`src/rtl/loader_pkg.sv`:
```
package loader_pkg;
    // Control word field positions; the host decodes these, so they are fixed.
    localparam int CTRL_RUN_BIT = 4;
    localparam int CTRL_RAW_BIT = 5;
    localparam int CTRL_HEX_BIT = 6;
    localparam int CTRL_ARM_BIT = 7;

    typedef struct packed {
        logic run_en;
        logic raw_mode;
        logic hex_sel;
    } disp_flags_t;

    localparam disp_flags_t FLAGS_RESET = '{run_en: 1'b1, raw_mode: 1'b0, hex_sel: 1'b1};
endpackage

```
`src/rtl/loader_strobe_sync.sv`:
```
module loader_strobe_sync #(
    parameter int STAGES = 2
) (
    input  logic clk,
    input  logic rst_n,
    input  logic wr_n,
    output logic rise
);
    typedef struct packed {
        logic [STAGES-1:0] sync;
        logic              prev;
    } sync_st_t;

    sync_st_t st_d, st_q;

    always_comb begin
        st_d      = st_q;
        st_d.sync = {st_q.sync[STAGES-2:0], wr_n};
        st_d.prev = st_q.sync[STAGES-1];
    end

    always_ff @(posedge clk or negedge rst_n) begin
        if (!rst_n) begin
            st_q.sync <= '1;
            st_q.prev <= 1'b1;
        end else begin
            st_q <= st_d;
        end
    end

    // Low-to-high on the synchronized strobe marks a completed pulse.
    assign rise = st_q.sync[STAGES-1] & ~st_q.prev;
endmodule

```
`src/rtl/loader_seq_ctrl.sv`:
```
module loader_seq_ctrl
    import loader_pkg::*;
#(
    parameter int DATA_W = 8,
    parameter int DEPTH  = 8,
    localparam int AW    = $clog2(DEPTH)
) (
    input  logic              clk,
    input  logic              rst_n,
    input  logic              rise,
    input  logic              mode_sel,
    input  logic [DATA_W-1:0] bus_data,
    output disp_flags_t       flags,
    output logic              loading,
    output logic              wr_en,
    output logic [AW-1:0]     wr_addr,
    output logic [DATA_W-1:0] wr_data,
    output logic              store_pulse,
    output logic [AW-1:0]     store_addr,
    output logic [DATA_W-1:0] store_data
);
    localparam logic [AW-1:0] LAST_SLOT = AW'(DEPTH - 1);

    typedef struct packed {
        disp_flags_t       flags;
        logic              armed;
        logic [AW-1:0]     ptr;
        logic              pulse;
        logic [AW-1:0]     paddr;
        logic [DATA_W-1:0] pdata;
    } ctrl_st_t;

    ctrl_st_t st_d, st_q;

    always_comb begin
        st_d       = st_q;
        st_d.pulse = 1'b0;
        wr_en      = 1'b0;
        if (rise) begin
            if (mode_sel) begin
                st_d.flags.run_en   = bus_data[CTRL_RUN_BIT];
                st_d.flags.raw_mode = bus_data[CTRL_RAW_BIT];
                st_d.flags.hex_sel  = bus_data[CTRL_HEX_BIT];
                st_d.armed          = bus_data[CTRL_ARM_BIT];
                st_d.ptr            = '0;
            end else if (st_q.armed) begin
                wr_en      = 1'b1;
                st_d.pulse = 1'b1;
                st_d.paddr = st_q.ptr;
                st_d.pdata = bus_data;
                st_d.ptr   = st_q.ptr + AW'(1);
                if (st_q.ptr == LAST_SLOT) begin
                    st_d.armed = 1'b0;
                end
            end
        end
    end

    always_ff @(posedge clk or negedge rst_n) begin
        if (!rst_n) begin
            st_q.flags <= FLAGS_RESET;
            st_q.armed <= 1'b0;
            st_q.ptr   <= '0;
            st_q.pulse <= 1'b0;
            st_q.paddr <= '0;
            st_q.pdata <= '0;
        end else begin
            st_q <= st_d;
        end
    end

    assign flags       = st_q.flags;
    assign loading     = st_q.armed;
    assign wr_addr     = st_q.ptr;
    assign wr_data     = bus_data;
    assign store_pulse = st_q.pulse;
    assign store_addr  = st_q.paddr;
    assign store_data  = st_q.pdata;
endmodule

```
`src/rtl/loader_byte_mem.sv`:
```
module loader_byte_mem #(
    parameter int DATA_W = 8,
    parameter int DEPTH  = 8,
    localparam int AW    = $clog2(DEPTH)
) (
    input  logic              clk,
    input  logic              rst_n,
    input  logic              we,
    input  logic [AW-1:0]     waddr,
    input  logic [DATA_W-1:0] wdata,
    input  logic [AW-1:0]     raddr,
    output logic [DATA_W-1:0] rdata
);
    logic [DEPTH-1:0][DATA_W-1:0] mem_d, mem_q;

    for (genvar i = 0; i < DEPTH; i++) begin : g_slot
        always_comb begin
            mem_d[i] = mem_q[i];
            if (we && (waddr == AW'(i))) begin
                mem_d[i] = wdata;
            end
        end
    end

    always_ff @(posedge clk or negedge rst_n) begin
        if (!rst_n) begin
            mem_q <= '0;
        end else begin
            mem_q <= mem_d;
        end
    end

    assign rdata = mem_q[raddr];
endmodule

```
`src/rtl/seq_display_loader.sv`:
```
module seq_display_loader
    import loader_pkg::*;
#(
    parameter int DATA_W      = 8,
    parameter int DEPTH       = 8,
    parameter int SYNC_STAGES = 2,
    localparam int AW         = $clog2(DEPTH)
) (
    input  logic              clk,
    input  logic              rst_n,
    input  logic [DATA_W-1:0] bus_data,
    input  logic              mode_sel,
    input  logic              wr_n,
    input  logic [AW-1:0]     rd_addr,
    output logic              run_en,
    output logic              raw_mode,
    output logic              hex_sel,
    output logic              loading,
    output logic              store_pulse,
    output logic [AW-1:0]     store_addr,
    output logic [DATA_W-1:0] store_data,
    output logic [DATA_W-1:0] rd_data
);
    logic              strobe_rise;
    disp_flags_t       flags;
    logic              mem_we;
    logic [AW-1:0]     mem_waddr;
    logic [DATA_W-1:0] mem_wdata;

    loader_strobe_sync #(
        .STAGES(SYNC_STAGES)
    ) i_sync (
        .clk  (clk),
        .rst_n(rst_n),
        .wr_n (wr_n),
        .rise (strobe_rise)
    );

    loader_seq_ctrl #(
        .DATA_W(DATA_W),
        .DEPTH (DEPTH)
    ) i_ctrl (
        .clk        (clk),
        .rst_n      (rst_n),
        .rise       (strobe_rise),
        .mode_sel   (mode_sel),
        .bus_data   (bus_data),
        .flags      (flags),
        .loading    (loading),
        .wr_en      (mem_we),
        .wr_addr    (mem_waddr),
        .wr_data    (mem_wdata),
        .store_pulse(store_pulse),
        .store_addr (store_addr),
        .store_data (store_data)
    );

    loader_byte_mem #(
        .DATA_W(DATA_W),
        .DEPTH (DEPTH)
    ) i_mem (
        .clk  (clk),
        .rst_n(rst_n),
        .we   (mem_we),
        .waddr(mem_waddr),
        .wdata(mem_wdata),
        .raddr(rd_addr),
        .rdata(rd_data)
    );

    assign run_en   = flags.run_en;
    assign raw_mode = flags.raw_mode;
    assign hex_sel  = flags.hex_sel;
endmodule

```
`config.mk`:
```
export PLATFORM = sky130hd
export DESIGN_NAME = seq_display_loader
export DESIGN_NICKNAME = d
export VERILOG_FILES = /design/src/rtl/loader_pkg.sv /design/src/rtl/loader_strobe_sync.sv /design/src/rtl/loader_seq_ctrl.sv /design/src/rtl/loader_byte_mem.sv /design/src/rtl/seq_display_loader.sv
export SDC_FILE = /design/constraint.sdc
export NUM_CORES = 1
export LEC_CHECK = 0
export BUFFER_PORTS_ARGS = -buffer_cell sky130_fd_sc_hd__buf_2
export CORE_MARGIN = 10
export CORE_UTILIZATION = 28
export DETAILED_ROUTE_END_ITERATION = 10
export MAX_ROUTING_LAYER = met4
export PLACE_DENSITY = 0.4
export SETUP_SLACK_MARGIN = 0.15
export SLEW_MARGIN = 20
export SYNTH_ARGS = -nofsm -noshare
export SYNTH_HDL_FRONTEND = slang
export SYNTH_SLANG_ARGS = --single-unit
```
`constraint.sdc`:
```
create_clock -name clk -period 2.6 [get_ports clk]
set_clock_uncertainty 0.1 [all_clocks]
set_input_delay 0.52 -clock clk [delete_from_list [all_inputs] [get_ports clk]]
set_output_delay 0.52 -clock clk [all_outputs]
set_load 0.005 [all_outputs]
```
## Word-level counts from Yosys, hierarchy flattened

Cells that the tools add are included.
Widths: inputs -> output; s select.

- Flip-flop bits (word level): 86
- Bits in latches: 0
- Memory bits (writable): 0
- Memory bits (read-only): 0
- Input bits: 15
- Output and inout port bits: 24
- Logic and storage cells: 53
- Memories kept: 0

- $add $sub $neg: 1
- Multiply operators: 0
- Div/mod/pow operators: 0
- Order comparisons: 1
- Equal/unequal tests: 7
- Shift operators: 0
- Multiplexer cells: 10
- Bitwise gates (word level): 3
- Reduce and logical (&&, ||, !) cells: 13

Operator list:

| kind | count |
|---|---|
| $bmux 8 s3 | 1 |
| $mux 12 | 2 |
| $mux 16 | 1 |
| $eq 3x3->1 const B | 4 |
| $logic_and 1x1->1 | 8 |
| $mux 8 | 1 |
| $eq 3x2->1 const B | 2 |
| $lt 3x4->1 const B | 1 |
| $mux 1 | 4 |
| $mux 4 | 1 |
| $reduce_and 2->1 | 2 |
| $add 3x1->3 const B | 1 |
| $eq 3x1->1 const B | 1 |
| $logic_not 3->1 | 1 |
| $reduce_and 3->1 | 1 |
| $not 1->1 | 2 |
| $reduce_bool 2->1 | 1 |
| $and 1x1->1 | 1 |

## Depth between registers and ports, before layout

- Depth in word-level cells: 5
- Mapped depth: 6

## By module

From an unflattened synthesis, not the netlist that was laid out.

- Cells, all modules: 234
- Area total of the unflattened synthesis: 3,963.8 sq um

By module, submodules not included:

| module | times used | cells an instance | area each (sq um) | sequential area each (sq um) |
|---|---|---|---|---|
| loader_byte_mem | 1 | 172 | 2,992.9 | 1,601.5 |
| loader_seq_ctrl | 1 | 58 | 878.3 | 478.0 |
| loader_strobe_sync | 1 | 4 | 92.6 | 78.8 |

## Least setup slack after synthesis

OpenSTA, ideal clock, no wires.

- Path type: input port to output port
- Start: input port rd_addr[2]
- End: output port rd_data[3]
- Arrival time: 1,597 ps
- Setup slack: 383 ps
- Stages: 4
- Path buffers: 2
- Path through: buf_2 -> clkbuf_1 -> mux4_2 -> mux2_2

- Cells in the longest elaborated chain, start to end: 2

RTL lines:

| what | RTL line | RTL |
|---|---|---|
| from (decl) | seq_display_loader.sv:14 | `input logic [AW-1:0] rd_addr,` |
| $bmux 8 s3 | loader_byte_mem.sv:33 | `assign rdata = mem_q[raddr];` |
| $mux 8 (implied by the code) | loader_byte_mem.sv:33 |  |
| to (decl) | seq_display_loader.sv:22 | `output logic [DATA_W-1:0] rd_data` |

Every way passes these cells. The select of a mux whose other input is x is not followed.

## Final worst setup path

- Start: input port rd_addr[0]
- End: output port rd_data[7]

The elaborated chain is that of the path after synthesis.

==> results.json <==
{
  "critical-path-top-delay-family": "multiplexers",
  "net-switching-power_w": 0.0009965,
  "top_achievable_clock_speed_ghz": 0.4165,
  "drc": 0,
  "cp_cell_sequence": "buf_2, buf_12, mux4_1, mux2_2, buf_2",
  "place_congestion": 0.6877,
  "yosys_warnings": 0,
  "worst_setup_hold_path_clk_slew_ps": 60,
  "p_int_w": 0.002901,
  "buffers_from_clock_root_to_sink_at_most": 2,
  "post_layout_net_count": 303,
  "setup_tns_final_ps": 0,
  "synth-edff-count": 0,
  "synth_cell_types": 32,
  "drive_gt1_share_pct": 56.79,
  "final_core_utilization_pct": 33.39,
  "drt_pass1_iterations": 4,
  "power_switching_share_pct": 25.57,
  "core_sq_um": 13880,
  "diodes": 0,
  "crit_end_element": "output port",
  "grt_setup_unrepaired": "no",
  "number_of_antenna_violations_at_the_first_check_in_global_routing": 0,
  "start_util_pct": 28.53,
  "sequentialPowerShare_pct": 47.8,
  "required_ps": 1980,
  "post-route-period-util_pct": 92.34,
  "cts_root_buf": "clkbuf_16",
  "post_synth_instance_area_sq_um": 3960,
  "floorplan.die_area_sq_um": 19300,
  "avgSynthCellArea_sq_um": 16.57,
  "antenna_violating_nets_post_route": 0,
  "post_cts_resize_count": 0,
  "maxCapViolations": 0,
  "synth_largest_area_cell": "dfrtp_1",
  "mappedNetlistNets": 260,
  "hold_class": "primary input to async pin",
  "arrival_ps": 1780,
  "routedWlPerCell_um": 19.06,
  "crit_path_max_fanout": 16,
  "total_wirelength_of_the_detailed_routed_design_mm": 8.903,
  "cts_hold_buffers": 0,
  "critical-path-max-stage-delay_ps": 550,
  "site_rows": 43,
  "final.min_clock_period_ps": 2401,
  "post-place-ws_ps": 188.0,
  "cp-start-kind": "primary input",
  "die_y_um": 138.9,
  "htreeDepth": 3,
  "max-slew-margin-rel_pct": 58.49,
  "worst_skew_pair.late_latency_ps": 340,
  "path_class": "primary input to output port",
  "yosys-top-cells-count": "dfrtp_1 (81), mux2_2 (75), mux4_1 (9)",
  "setup_viol": 0,
  "timing_hold_violations_final": 0,
  "power_leakage_nw": 2.266,
  "synth-seq-cells": 86,
  "netlist_top_cells_area": "dfrtp_1 (51%), mux2_2 (21%), mux4_1 (6.0%)",
  "grt_pass1_vias": 2468,
  "global_route.overflow_total": 0,
  "route.vias.total": 2127,
  "place.port_buffers": 38,
  "proportion_of_synthesized_flip_flops_having_asynchronous_set_or_reset_pct": 100.0,
  "grt_pass1_wl_mm": 14.19,
  "dr_iter_0_viols": 118,
  "power.density_cell_area_nw_per_um2": 840.9,
  "grt_start_max_net_pins": 87,
  "cpMaxStageDelayCell": "mux4_1",
  "netlist_instances": 239,
  "timing_max_transition_violations_final": 0,
  "tritoncts_num_sinks": 86,
  "die-width_um": 138.9,
  "synth-main-ff-cell": "dfrtp_1",
  "area_growth_syn_to_fin_pct": 17.03,
  "worst_ir_drop_vdd_v": 0.0002743,
  "grtUsageTotal_pct": 9.818,
  "cts_inserted_buffers": 9,
  "clock_tree_from_tritoncts": "done",
  "synthDominantCellAreaShare_pct": 51.18,
  "timing.critical_path.mode_cell": "buf_2",
  "total_power_w": 0.003897,
  "cp_num_buf_inv": 3,
  "pwr-share-comb_pct": 20.9,
  "clock_power_share_pct": 31.2,
  "finalWorstSetupSlack_ps": 199.2,
  "cts_post_setup_buffers_inserted": 0,
  "hpwlAfterDp_mm": 5.667,
  "routed_via_density": 4.555,
  "pin_count": 39,
  "synth-seq-area-share_pct": 54.50,
  "tightest_slew_ps": 620.7,
  "yosysMostFrequentCell": "dfrtp_1",
  "status": "finished, final reports clean"
}
## sequential cells by signal, summed over array words and instances, names as in the netlist
name / count
i_ctrl.flags: 3
i_mem.mem_q: 64
i_sync.st_d: 2
i_ctrl.wr_addr: 3
i_ctrl.store_pulse: 1
i_ctrl.loading: 1
i_ctrl.store_data: 8
i_ctrl.store_addr: 3
i_sync.st_q: 1
## power by group through the flow
stage | Clock (W) | Sequential, W | Combinational, W
final | 0.00122 | 0.00186 | 0.000816
after global routing | 0.00131 | 0.00191 | 0.000916
after CTS | 0.00127 | 0.00187 | 0.000845
after detailed placement | 0 | 0.00189 | 0.000839
after global placement | 0 | 0.00189 | 0.000829
after floorplan | 0 | 0.00184 | 0.000588
## cell type report
cell class              count  area, sq um
flip-flops and latches     86         2158
fillers                  1377         9246
clock inverters             2        10.01
inverters                   4        15.01
clock buffers              14        264.0
well taps                 180        225.2
repair buffers             47        285.3
multi-input cells         134         1677
## cell families after synthesis
| group | synth area share, % |
|---|---|
| DFF | 54.50 |
| and+or+nand+nor | 3.760 |
| buffers and inverters | 3.159 |
| AOI/OAI and AO/OA | 1.264 |
| muxes | 35.42 |
| adders and majority gates | 1.896 |
## worst register-to-register path, cell delays in order (launching register included)
cell,delay [ps]
dfrtp_1,430
inv_1,130
ha_1,200
nand2_1,100
nor3_4,560
mux2_2,410
## per-stage QoR
stage	hold WS (ps)	cells	area, sq um
6_report	120.4	467	4634
5_1_grt	161.3	467	4634
4_1_cts	138.4	467	4634
3_5_place_dp	246.8	451	4360
3_3_place_gp	245.7	451	4360
2_1_floorplan	124.4	239	3960
## final timing paths
kind                       cells after the start  slack [ps]         startpoint                   end
hold / removal                                 2         120              rst_n  i_ctrl.store_addr[0]
hold reg to reg                                0         260     i_sync.st_d[2]        i_sync.st_d[0]
setup reg to reg                               5         560  i_ctrl.wr_addr[0]       i_mem.mem_q[38]
max in group asynchronous                      2        1910              rst_n       i_ctrl.flags[0]
min in group clk                               1         180               wr_n        i_sync.st_d[2]
setup / recovery                               5         200         rd_addr[0]            rd_data[7]
## routing by layer
layer | GRT usage (%) | up-vias | share of wire [%]
met5 | - | - | 0
met4 | 5.437 | 0 | 3.0
met3 | 1.849 | 15 | 1.5
met2 | 14.54 | 33 | 45
met1 | 12.36 | 1108 | 50
li1 | - | 971 | -
## cell usage in the layout (no fill, tap or decap), drive strengths merged, types with 4 or more instances in the layout
master	instances
mux2	86
dfrtp	81
buf	47
mux4	16
clkbuf	14
ha	6
nand2	6
dfstp	5
inv	4
No activity file was read; power rests on OpenSTA's default activity.
